--- src/rtl/plt_pkg.sv ---
package plt_pkg;
  localparam int BYTE_W = 8;

  typedef enum logic [1:0] {
    SEG_FILL = 2'd0,
    SEG_CMD  = 2'd1,
    SEG_HDR  = 2'd2,
    SEG_PAY  = 2'd3
  } seg_kind_e;

  function automatic int max3(input int a, input int b, input int c);
    int m;
    m = (a > b) ? a : b;
    return (m > c) ? m : c;
  endfunction
endpackage

--- src/rtl/plt_pick.sv ---
// Chooses which segment is loaded at the next segment boundary.
module plt_pick
  import plt_pkg::*;
(
  input  logic      at_edge,
  input  logic      cmd_valid,
  input  logic      xfer_valid,
  input  logic      len_ok,
  input  logic      busy,
  input  logic      pay_valid,
  output logic      cmd_ready,
  output logic      xfer_ready,
  output logic      pay_ready,
  output seg_kind_e kind
);
  always_comb begin
    cmd_ready  = at_edge;
    pay_ready  = at_edge & busy & ~cmd_valid;
    xfer_ready = at_edge & ~busy & ~cmd_valid;
    kind       = SEG_FILL;
    if (cmd_valid && cmd_ready)
      kind = SEG_CMD;
    else if (pay_valid && pay_ready)
      kind = SEG_PAY;
    else if (xfer_valid && xfer_ready && len_ok)
      kind = SEG_HDR;
  end
endmodule

--- src/rtl/plt_xfer_cnt.sv ---
// Counts the payload words still owed by the transfer in flight.
module plt_xfer_cnt #(
  parameter int WORD_B    = 4,
  parameter int MAX_PAY_B = 64,
  parameter int LEN_W     = 7,
  parameter int WCNT_W    = 5
) (
  input  logic             clk,
  input  logic             rst,
  input  logic [LEN_W-1:0] xfer_len,
  input  logic             xfer_fire,
  input  logic             pay_fire,
  output logic             len_ok,
  output logic             busy,
  output logic             len_err
);
  logic [WCNT_W-1:0] words_q;
  logic              err_q;

  assign len_ok = (xfer_len >= LEN_W'(WORD_B)) &&
                  (xfer_len <= LEN_W'(MAX_PAY_B)) &&
                  ((xfer_len % LEN_W'(WORD_B)) == '0);
  assign busy    = |words_q;
  assign len_err = err_q;

  always_ff @(posedge clk) begin
    if (rst) begin
      words_q <= '0;
      err_q   <= 1'b0;
    end else begin
      err_q <= xfer_fire & ~len_ok;
      if (xfer_fire && len_ok)
        words_q <= WCNT_W'(xfer_len / LEN_W'(WORD_B));
      else if (pay_fire)
        words_q <= words_q - WCNT_W'(1);
    end
  end
endmodule

--- src/rtl/plt_seg_reg.sv ---
// Segment shifter: holds the current segment and drives the lane byte.
module plt_seg_reg #(
  parameter int SEG_B = 12,
  parameter int SL_W  = 4
) (
  input  logic               clk,
  input  logic               rst,
  input  logic [SEG_B*8-1:0] ld_bytes,
  input  logic [SL_W-1:0]    ld_len,
  input  logic               ld_ctl,
  output logic               at_edge,
  output logic [7:0]         lane_data,
  output logic               lane_ctl
);
  logic [SEG_B*8-1:0] sh_q;
  logic [SEG_B*8-1:0] sh_nxt;
  logic [SL_W-1:0]    left_q;
  logic               ctl_q;

  assign at_edge = (left_q == SL_W'(1));

  for (genvar i = 0; i < SEG_B; i++) begin : g_byte
    if (i == SEG_B - 1) begin : g_top
      assign sh_nxt[i*8 +: 8] = at_edge ? ld_bytes[i*8 +: 8] : 8'h00;
    end else begin : g_low
      assign sh_nxt[i*8 +: 8] = at_edge ? ld_bytes[i*8 +: 8] : sh_q[(i+1)*8 +: 8];
    end
  end

  always_ff @(posedge clk) begin
    if (rst) begin
      sh_q   <= '0;
      left_q <= SL_W'(1);
      ctl_q  <= 1'b1;
    end else begin
      sh_q <= sh_nxt;
      if (at_edge) begin
        left_q <= ld_len;
        ctl_q  <= ld_ctl;
      end else begin
        left_q <= left_q - SL_W'(1);
      end
    end
  end

  assign lane_data = sh_q[7:0];
  assign lane_ctl  = ctl_q;
endmodule

--- src/rtl/prio_link_tx.sv ---
module prio_link_tx
  import plt_pkg::*;
#(
  parameter int HDR_B       = 12,
  parameter int HDR_SHORT_B = 8,
  parameter int CMD_B       = 8,
  parameter int CMD_SHORT_B = 4,
  parameter int WORD_B      = 4,
  parameter int MAX_PAY_B   = 64,
  localparam int SEG_B      = max3(HDR_B, CMD_B, WORD_B),
  localparam int SL_W       = $clog2(SEG_B + 1),
  localparam int LEN_W      = $clog2(MAX_PAY_B + 1),
  localparam int WCNT_W     = $clog2(MAX_PAY_B / WORD_B + 1)
) (
  input  logic                  clk,
  input  logic                  rst,
  input  logic                  cmd_valid,
  output logic                  cmd_ready,
  input  logic                  cmd_long,
  input  logic [CMD_B*8-1:0]    cmd_data,
  input  logic                  xfer_valid,
  output logic                  xfer_ready,
  input  logic                  xfer_hdr_long,
  input  logic [LEN_W-1:0]      xfer_len,
  input  logic [HDR_B*8-1:0]    xfer_hdr,
  input  logic                  pay_valid,
  output logic                  pay_ready,
  input  logic [WORD_B*8-1:0]   pay_data,
  output logic [BYTE_W-1:0]     lane_data,
  output logic                  lane_ctl,
  output logic                  len_err
);
  seg_kind_e          kind;
  logic               at_edge;
  logic               busy;
  logic               len_ok;
  logic [SEG_B*8-1:0] seg_bytes;
  logic [SL_W-1:0]    seg_len;
  logic               seg_ctl;

  plt_pick u_pick (
    .at_edge    (at_edge),
    .cmd_valid  (cmd_valid),
    .xfer_valid (xfer_valid),
    .len_ok     (len_ok),
    .busy       (busy),
    .pay_valid  (pay_valid),
    .cmd_ready  (cmd_ready),
    .xfer_ready (xfer_ready),
    .pay_ready  (pay_ready),
    .kind       (kind)
  );

  plt_xfer_cnt #(
    .WORD_B    (WORD_B),
    .MAX_PAY_B (MAX_PAY_B),
    .LEN_W     (LEN_W),
    .WCNT_W    (WCNT_W)
  ) u_cnt (
    .clk       (clk),
    .rst       (rst),
    .xfer_len  (xfer_len),
    .xfer_fire (xfer_valid & xfer_ready),
    .pay_fire  (pay_valid & pay_ready),
    .len_ok    (len_ok),
    .busy      (busy),
    .len_err   (len_err)
  );

  always_comb begin
    seg_bytes = '0;
    seg_len   = SL_W'(1);
    seg_ctl   = 1'b1;
    unique case (kind)
      SEG_CMD: begin
        seg_bytes[CMD_B*8-1:0] = cmd_data;
        seg_len = cmd_long ? SL_W'(CMD_B) : SL_W'(CMD_SHORT_B);
      end
      SEG_HDR: begin
        seg_bytes[HDR_B*8-1:0] = xfer_hdr;
        seg_len = xfer_hdr_long ? SL_W'(HDR_B) : SL_W'(HDR_SHORT_B);
      end
      SEG_PAY: begin
        seg_bytes[WORD_B*8-1:0] = pay_data;
        seg_len = SL_W'(WORD_B);
        seg_ctl = 1'b0;
      end
      default: ;
    endcase
  end

  plt_seg_reg #(
    .SEG_B (SEG_B),
    .SL_W  (SL_W)
  ) u_seg (
    .clk       (clk),
    .rst       (rst),
    .ld_bytes  (seg_bytes),
    .ld_len    (seg_len),
    .ld_ctl    (seg_ctl),
    .at_edge   (at_edge),
    .lane_data (lane_data),
    .lane_ctl  (lane_ctl)
  );
endmodule

--- config.mk ---
export PLATFORM = sky130hd
export DESIGN_NAME = prio_link_tx
export DESIGN_NICKNAME = d
export VERILOG_FILES = /design/src/rtl/plt_pkg.sv /design/src/rtl/plt_pick.sv /design/src/rtl/plt_xfer_cnt.sv /design/src/rtl/plt_seg_reg.sv /design/src/rtl/prio_link_tx.sv
export SDC_FILE = /design/constraint.sdc
export NUM_CORES = 1
export LEC_CHECK = 0
export ABC_CLOCK_PERIOD_IN_PS = 3900
export CORE_MARGIN = 3
export CORE_UTILIZATION = 40
export CTS_BUF_LIST = sky130_fd_sc_hd__clkbuf_2 sky130_fd_sc_hd__clkbuf_4 sky130_fd_sc_hd__clkbuf_8
export DETAILED_ROUTE_END_ITERATION = 6
export DONT_BUFFER_PORTS = 1
export PLACE_DENSITY = 0.56
export REMOVE_ABC_BUFFERS = 1
export SYNTH_ARGS = -nofsm -noshare
export SYNTH_HDL_FRONTEND = slang
export SYNTH_SLANG_ARGS = --single-unit
--- constraint.sdc ---
create_clock -name clk -period 3.9 [get_ports clk]
set_input_delay 0.39 -clock clk [delete_from_list [all_inputs] [get_ports clk]]
set_output_delay 0.39 -clock clk [all_outputs]
set_load 0.005 [all_outputs]
==> summary.md <==
| Metric | Value |
|---|---|
| Tcrit/Tclk final | 73.09% |
| Total number of yosys warnings | 0 |
| Yosys top cell area share | 43.07% |
| Crit. End Element | output port |
| Crit-path cells | inv_1, ha_1, or3b_2, clkinv_2, buf_12 |
| Number of synthesized register bits | 107 |
| Die Wd | 117.5 microns |
| Diode count | 0 |
| Max H-tree Level | 3 |
| Final HPWL DP | 8.789 mm |
| DR WL/cell | 19.80 microns |
| Worst-Margin Slew | 925.9 ps |
| Minimum clock period | 2850 ps |
| Hold Path Sink | u_seg.sh_q[94] |
| Worst R2R Path Depth | 5 |
| Pwr per Cell Area | 719.8 nW/um^2 |
| Post-CTS Setup Inserts | 0 |
| Int Power | 2.353 mW |
| Worst Skew | 10.45 ps |
| Largest net degree at the start of global routing | 109 |
| Number of global-route vias before repair | 4065 |
| Post-DR vias/cell | 6.201 |
| Synth Cell Area | 4974 sq um |
| WHS Path Cells | 1 |
| Top post-synthesis cells by count | 107 x dfxtp_1, 72 x nand3_1, 67 x a21oi_1 |
| Layout area overhead | 3.245% |
| Final core occ | 42.57% |
| Sequential share of the synthesized area | 43.07% |
| I/O Pins | 219 |
| Port buffer count | 0 |
| Detailed-route wire length | 13.47 mm |
| Rel. slew slack | 38.14% |
| Max Cap Violations | 0 |
| Clk_lat worst skew | 380 ps |
| Outcome | complete, no violations |
| WP data required | 3510 ps |
| Logic pwr share | 36.9% |
| Final Hold Fails | 0 |
| Syn_area_per_cell | 8.834 sq um |
| Fmax achieved | 0.3508 GHz |
| Initial core utilization | 41.23% |
| DRT Pass-1 Iters | 4 |
| RSZ-0062 raised after global routing | false |
| Slowest cell on the critical path | or3b_2 |
| Clock share of power | 20.7% |
| Remaining antenna violation count | 0 |
| Leakage | 1.593 nW |
| Pwr Total | 3.696 mW |
| Final nets | 717 |
| FP Rows | 40 |
| Initial antenna violation count | 0 |
| Top FF cell, synth | dfxtp_1 |
| Final Max Tran Viols | 0 |
| Share of cells above drive strength 1 | 8.789% |
| WP data arrival | 2460 ps |
| GRT Overall Usage | 19.22% |
| Worst min-delay path startpoint | rst |
| Filler-free cell count of the finished design | 680 |
| Cts repair resizes | 0 |
| Die area | 13810 sq um |
| Asr flop ratio synth | 0% |
| Setup Viol. Count Final | 0 |
| Initial DRC count | 333 |
| Clock transition at the registers of the reported paths | 100 ps |
| CP startpoint kind | flop |
| Sw Ratio | 36.34% |
| Worst reg-to-reg setup slack | 1220 ps |
| First-pass GRT wire length | 21.86 mm |
| Routability Congestion | 0.7451 |
| Most common cell in the netlist | dfxtp_1 |
| Via count | 4217 |
| Worst min-delay path class | in -> reg |
| DP Area | 4908 sq um |
| CTS tree | yes |
| WHS | 69.48 ps |
| TNS Setup | 0 ps |
| Yosys top cell by area | dfxtp_1 |
| GRT overflow | 0 |
| Max IR drop VDD | 0.3822 mV |
| FF-to-FF Start | u_seg.left_q[0] |
| Netlist cell types | 41 |
| Sequential share of power | 42.4% |
| Core ar. | 12060 sq um |
| Crit path kind | reg -> out |
| Hold buffers post-CTS | 0 |
| Minimum setup slack in the final design | 1050 ps |
| CTS max path bufs | 2 |
| Reg2reg end | u_seg.left_q[0] |
| Clock buffer count from CTS | 9 |
| Crit-path max FO | 57 |
| Placement Setup Slack | 1215 ps |
| Placed cells | 664 |
| Cell area after layout | 5135 sq um |
| EDFF count, synth | 0 |
| Die Height | 117.5 microns |
| Root Driver | clkbuf_8 |
| Syn Inst Count | 563 |
| Total net switching power | 1.343 mW |
| Drc violations | 0 |
| CP max stage delay | 560 ps |
| Most area-consuming cells after synthesis | dfxtp_1 43%, a32oi_1 9.7%, nand3_1 7.2% |
| Clk sinks | 107 |
-- cell families after synthesis --
kind of cell             synth area share (%)
AO/OA/AOI/OAI                           28.43
XOR/XNOR                               0.8805
adder cells (fa/ha/maj)                 1.006
buffers and inverters                   7.974
flip-flops                              43.07
multiplexers                           0.2264
AND/OR/NAND/NOR                         18.42
-- critical path, delay by kind of cell (launching register included) --
family	cells	cell delay (ps)
buffers and inverters	3	940
adders and majority gates	1	210
DFF	1	340
and+or+nand+nor	1	560
-- layer usage --
layer  vias up  routed length (microns)  share of wire [%]  track usage (%)
li1       2013                        -                  -                -
met1      1985                     5824                 43            25.47
met2       209                     6100                 45            28.97
met3        10                     1388                 10            8.265
met4         0                      153                1.1            4.762
met5         -                        0                  0                0
-- area by class of cell --
class                           instances  area, sq um
Fill cell                            1219         6927
Multi-Input combinational cell        376         2451
Timing Repair Buffer                    8        85.08
Clock buffer                           12        152.6
Sequential cell                       107         2142
Clock inverter                          4        73.82
Inverter                                5        20.02
Tap cell                              168        210.2
-- power by group through the flow --
stage / clock [mW] / combinational, mW / sequential [mW]
after floorplan: 0 / 1.02 / 1.56
after global placement: 0 / 1.34 / 1.59
after detailed placement: 0 / 1.38 / 1.59
after CTS: 0.795 / 1.38 / 1.57
after global routing: 0.838 / 1.55 / 1.60
final: 0.767 / 1.36 / 1.57
-- worst max-delay path by stage --
stage,to,start,cells after the start
after detailed placement,u_seg.left_q[0],u_seg.left_q[0],5
after CTS,cmd_ready,u_seg.left_q[1],5
final,cmd_ready,u_seg.left_q[1],5
after global placement,u_seg.left_q[0],u_cnt.words_q[0],6
after floorplan,u_seg.left_q[0],xfer_len[2],4
after global routing,cmd_ready,u_seg.left_q[1],5
-- registers in the layout, indices dropped and copies added (netlist names) --
| signal | flops |
|---|---|
| u_cnt.words_q | 5 |
| u_seg.lane_ctl | 1 |
| u_seg.sh_q | 96 |
| u_seg.left_q | 4 |
| u_cnt.len_err | 1 |
-- cells in the final DEF (no fill, tap or decap), types with 5 or more instances in the layout --
cell / netlist / layout
a21oi_1: 67 / 67
a32oi_1: 55 / 55
a211oi_1: 32 / 32
nor3b_2: 8 / 8
nand3_1: 72 / 72
o2bb2ai_1: 32 / 32
nand4_1: 6 / 6
nor3_1: 5 / 5
nor2_1: 59 / 59
a31oi_1: 5 / 5
dfxtp_1: 107 / 107
clkbuf_8: 0 / 10
buf_4: 9 / 6
(Power assumes the default switching activity.)
